==> config.mk <==
export PLATFORM = sky130hd
export DESIGN_NAME = alert_pin_mux
export DESIGN_NICKNAME = d
export VERILOG_FILES = /design/src/rtl/alert_pin_mux.sv
export SDC_FILE = /design/constraint.sdc
export NUM_CORES = 1
export LEC_CHECK = 0
export ABC_AREA = 1
export BUFFER_PORTS_ARGS = -buffer_cell sky130_fd_sc_hd__buf_2
export CAP_MARGIN = 10
export CORE_AREA = 10 10 95 76
export DETAILED_ROUTE_END_ITERATION = 8
export DIE_AREA = 0 0 105 86
export PLACE_DENSITY = 0.81
export SYNTH_ARGS = -nofsm -noshare
export SYNTH_HDL_FRONTEND = slang
export SYNTH_SLANG_ARGS = --single-unit
==> constraint.sdc <==
create_clock -name clk -period 1.85 [get_ports clk]
set_clock_uncertainty 0.05 [all_clocks]
set_input_delay 0.0925 -clock clk [delete_from_list [all_inputs] [get_ports clk]]
set_output_delay 0.0925 -clock clk [all_outputs]
set_load 0.1 [all_outputs]
==> src/rtl/alert_pin_mux.sv <==
module alert_pin_mux #(
  parameter int PRE_W = 10,
  parameter int CNT_W = 10,
  parameter int NCH   = 2
) (
  input  logic             clk,
  input  logic             rst_n,
  input  logic [PRE_W-1:0] cfg_prescale,
  input  logic [CNT_W-1:0] cfg_period,
  input  logic [CNT_W-1:0] cfg_thresh,
  input  logic [NCH-1:0]   evt_req,
  input  logic [NCH-1:0]   pin_n,
  input  logic             pause,
  input  logic             resume,
  output logic             base_tick,
  output logic [NCH-1:0]   drv_en,
  output logic [NCH-1:0]   rcv_en,
  output logic [NCH-1:0]   alert_seen
);

  logic             frozen_q;
  logic [PRE_W-1:0] pre_q;
  wire              hold = pause | (frozen_q & ~resume);

  assign base_tick = ~hold & (pre_q == '0);

  always_ff @(posedge clk or negedge rst_n) begin
    if (!rst_n) begin
      frozen_q <= 1'b0;
      pre_q    <= '0;
    end else begin
      frozen_q <= hold;
      if (!hold) pre_q <= (pre_q == '0) ? cfg_prescale : pre_q - 1'b1;
    end
  end

  for (genvar i = 0; i < NCH; i++) begin : g_ch
    logic [CNT_W-1:0] cnt_q;
    logic             drv_q, rcv_q, s1_q, s2_q, seen_q;
    wire              in_drive = cnt_q > cfg_thresh;

    always_ff @(posedge clk or negedge rst_n) begin
      if (!rst_n) begin
        cnt_q  <= '0;
        drv_q  <= 1'b0;
        rcv_q  <= 1'b0;
        s1_q   <= 1'b1;
        s2_q   <= 1'b1;
        seen_q <= 1'b0;
      end else begin
        if (base_tick) cnt_q <= (cnt_q == '0) ? cfg_period : cnt_q - 1'b1;
        drv_q <= in_drive & evt_req[i];
        rcv_q <= ~in_drive;
        s1_q  <= pin_n[i];
        s2_q  <= s1_q;
        if (rcv_q) seen_q <= ~s2_q;
      end
    end

    assign drv_en[i]     = drv_q;
    assign rcv_en[i]     = rcv_q;
    assign alert_seen[i] = seen_q;
  end

endmodule


* Yosys cells after proc, flatten, opt, wreduce, memory -nomap -nowiden *
Cells that the tools add are included.

word-level totals
  bits of input ports = 38
  output and inout bits = 7
  logic and storage cells = 36
  flip-flop bits (word level) = 41

cells by class
  reduce and logical (&&, ||, !) cells = 3
  add/subtract/negate cells = 3
  multiplexer cells = 3
  bitwise logic cells = 11
  magnitude comparators = 2

operators with widths
  kind                                                                  number
  10-bit logical NOT                                                    3
  10-bit 2-to-1 mux                                                     3
  10-bit by 1-bit subtractor with 10-bit output, second input constant  3
  10-bit > comparator                                                   2
  1-bit inverter                                                        6
  1-bit bitwise AND                                                     4
  1-bit bitwise OR                                                      1

* Depth between registers and ports, before layout *
  depth after elaboration = 5
  gate-level depth with buffers = 10
  mapped depth without buffers = 9

* Worst setup path after synthesis *
OpenSTA, ideal clock, no wires.

  kind = register to register
  start = register pre_q[0]
  end = register g_ch[0].cnt_q[6]
  arrival = 1.550 ns
  setup time = 0.065 ns
  cell stages (with the launch flop) = 10
  setup slack = 0.185 ns
  path through = dfrtp_1 > inv_1 > ha_1 > nand4_1 > inv_1 > nand2_4 > nor2_8 > buf_6 > nand3_1 > nand2_1

between the ends
  word-level cells in the longest chain between the ends = 2

ends and longest elaborated chain
  item                      RTL line  source
  start: declaration        22        logic [PRE_W-1:0] pre_q;
  start signal: assignment  33        if (!hold) pre_q <= (pre_q == '0) ? cfg_prescale : pre_q - 1'b1;
  10-bit logical NOT        25        assign base_tick = ~hold & (pre_q == '0);
  1-bit bitwise AND         25
  named net base_tick       15        output logic base_tick,
  end signal: assignment    51        if (base_tick) cnt_q <= (cnt_q == '0) ? cfg_period : cnt_q - 1'b1;
  end: declaration          38        logic [CNT_W-1:0] cnt_q;

The timed path passes the listed nets, and every way through them passes these cells.
A chain may end at the register's enable or synchronous reset.

* Worst setup path in the final report *
  start = register pre_q[0]
  end = output port base_tick

between the ends
  word-level cells in the longest chain between the ends = 2

ends and longest elaborated chain
  item                RTL line
  10-bit logical NOT  25
  1-bit bitwise AND   25
  end: declaration    15

No other way between the ends.

==> out/metrics.yaml <==
crit_path_end_kind: "output port"
nNetsFinal: 541
post-route-worst-setup-slack_ns: 0.0883
cp_slowest_stage_delay_ns: 0.40
worstSetupStartpointType: "register"
netlist_area_mm2: 0.00303
cts-root-buf: "clkbuf_8"
grt_pass1_vias: 2868
ys_types: 32
power.density_mw_per_mm2: 1330
crit_cells: 7
async_flop_share_pct: 100
criticalPathCategory: "reg -> out"
synth_largest_area_cell: "dfrtp_1"
final_common_cell: "nand2_1"
postSynthCellCount: 422
num_rows: 23
cp_data_arrival_time_ns: 1.62
yosysSeqAreaShare_pct: 34.0
fin_util_pct: 66.6
cp_top_family: "flip-flops"
cp.buffers_inverters: 3
die_x_um: 105
htreeDepth: 2
wl_per_cell_um: 14.4
grt.total_usage_pct: 17.8
required_ns: 1.71
register_area_mm2: 0.00103
synth_area_leaders: "dfrtp_1, nand2_1, ha_1"
grt_pass1_wl_mm: 13.5
cts.sinks: 41
timing.rr.end: "g_ch[1].cnt_q[8]$_DFFE_PN0P_"
finalSetupViolCount: 0
hold_class: "in -> reg"
syn_area_per_cell_um2: 7.18
clock_latency_ns: 0.30
hold_viol: 0
timing.fmax_ghz: 0.568
die_h_um: 86
wl_mm: 7.96
report.final.slew_viol_count: 0
syn_to_final_growth_pct: 16.4
antenna_found_initial: 0
viasPerCell: 5.41
hold_path_end: "pre_q[0]$_DFFE_PN0N_"
core_mm2: 0.00530
p_leak_nw: 1.91
gp_congestion: 0.960
min_from: "cfg_prescale[0]"
pin_count: 45
clk_pin_slew_ns: 0.08
status: "completed"
finalCritPeriodShare_pct: 95.2
drive_gt1_share_pct: 18.4
grt_max_degree: 42
r2r_slack_ns: 0.13
min_period_ns: 1.76
ir_drop_uv: 475
reg2reg_from: "pre_q[0]$_DFFE_PN0N_"
maxCapViolations: 0
synth.net_count: 486
drt_iter0_markers: 373
port_buffers: 44
clock_path_buffers: 2
holdWs_ns: 0.0440
multi_input_area_mm2: 0.00171
cts_tree: "done"
hold_path_depth: 5
drcViolationCount: 0
ant_nets: 0
fill_cells: 489
crit_top_cell: "inv_2"
worst_slew_margin_rel_pct: 65.2
dp_hpwl_mm: 6.14
ys_warn_count: 0
ys.flop_type: "dfrtp_1"
num_antenna_cells: 0
synth-seq-cells: 41
setup_tns_ns: 0
synth_edf_count: 0
grt_overflow_total: 0
reg2reg_depth: 9
crit_chain: "inv_2, ha_1, nand4_1, inv_2, nand2_4, nor2_8, buf_12"
dp_worst_setup_slack_ns: 0.103
initial_utilization_pct: 57.2
synth_top_area_share_pct: 30.6
cts-buffers-inserted: 5
worst_slew_pin_slew_ns: 0.522
rsz0062_at_grt: "no"
die_area_mm2: 0.00903
path_max_fanout: 4
worst_path_max_delay_cell: "dfrtp_1"
num_vias: 2991
final_cell_mix: "nand2_1, nand3_1, inv_1, nor2_1, buf_2"
first_pass_iters: 5
[cells by family (layout without fill, tap and decap cells)]
logic type,after synthesis,after routing,synth area share [%]
adders and majority gates,26,26,10.7
AOI/OAI and AO/OA,40,40,7.02
DFF,41,41,34.0
buffers and inverters,64,119,9.75
and+or+nand+nor,248,249,37.6
xor gates and xnor gates,3,3,0.868
[registers in the layout (all words and copies together) (netlist names)]
| name | flops |
|---|---|
| g_ch.s2_q | 2 |
| frozen_q | 1 |
| g_ch.s1_q | 2 |
| g_ch.cnt_q | 20 |
| g_ch.rcv_q | 2 |
| g_ch.seen_q | 2 |
| g_ch.drv_q | 2 |
| pre_q | 10 |
[layer usage]
metal,global-route usage [%],share of wire [%],up-vias
li1,-,-,1465
met3,4.71,9.5,20
met4,5.85,2.0,0
met2,28.2,43,155
met1,23.1,45,1351
met5,0,0,-
[synth_stat cells, drive strengths merged, types with 2 or more instances]
library cell,number
a21oi,14
buf,12
dfrtp,37
dfstp,4
ha,26
inv,51
nand2,120
nand3,56
nand3b,2
nand4,7
nor2,55
nor3,3
o211ai,2
o21a,2
o21ai,21
or2,5
xor2,2
[worst min-delay path: cells and delay by family]
kind | cells | cell delay [ns]
AOI/OAI and AO/OA | 1 | 0.06
and+or+nand+nor | 3 | 0.14
buffers and inverters | 1 | 0.07
[per-stage QoR]
step / total power [W] / std cells / cell area (µm²)
3_5_place_dp: 0.00386 / 535 / 3310
2_1_floorplan: 0.00332 / 422 / 3030
4_1_cts: 0.00466 / 553 / 3520
5_1_grt: 0.00511 / 553 / 3520
3_3_place_gp: 0.00376 / 535 / 3310
6_report: 0.00469 / 553 / 3520
[final cells by class]
cell class / instances / area share [%]
Clock buffer: 6 / 2.34
Timing Repair Buffer: 60 / 10.6
Sequential cell: 41 / 29.3
Clock inverter: 2 / 1.06
Multi-Input combinational cell: 318 / 48.6
Inverter: 51 / 5.43
Tap cell: 75 / 2.66
[report_power, final]
part | switching, W | internal (W) | total, W
registers | 0.000322 | 0.00117 | 0.00149
clock network | 0.000319 | 0.000439 | 0.000758
logic | 0.00159 | 0.000846 | 0.00244
[how the worst max path moves through the flow]
| stage | startpoint | slack (ns) | end |
|---|---|---|---|
| floorplan | pre_q[0]$_DFFE_PN0N_ | 0.18 | g_ch[0].cnt_q[6]$_DFFE_PN0P_ |
| global placement | pre_q[0]$_DFFE_PN0N_ | 0.17 | g_ch[0].cnt_q[9]$_DFFE_PN0P_ |
| detailed placement | pre_q[0]$_DFFE_PN0N_ | 0.10 | g_ch[1].cnt_q[8]$_DFFE_PN0P_ |
| CTS | pre_q[0]$_DFFE_PN0N_ | 0.003 | base_tick |
| global route | pre_q[0]$_DFFE_PN0N_ | 0.01 | base_tick |
| finish | pre_q[0]$_DFFE_PN0N_ | 0.09 | base_tick |
[what timing repair did]
action,in CTS,in global routing
pin swaps,2,1
endpoints found under the setup margin,1,7
buffers inserted,1,0
hold buffers,8,0
hold endpoints to repair,44,0
resized for setup,0,4
cloned,1,0
No activity file was read; power rests on OpenSTA's default activity.
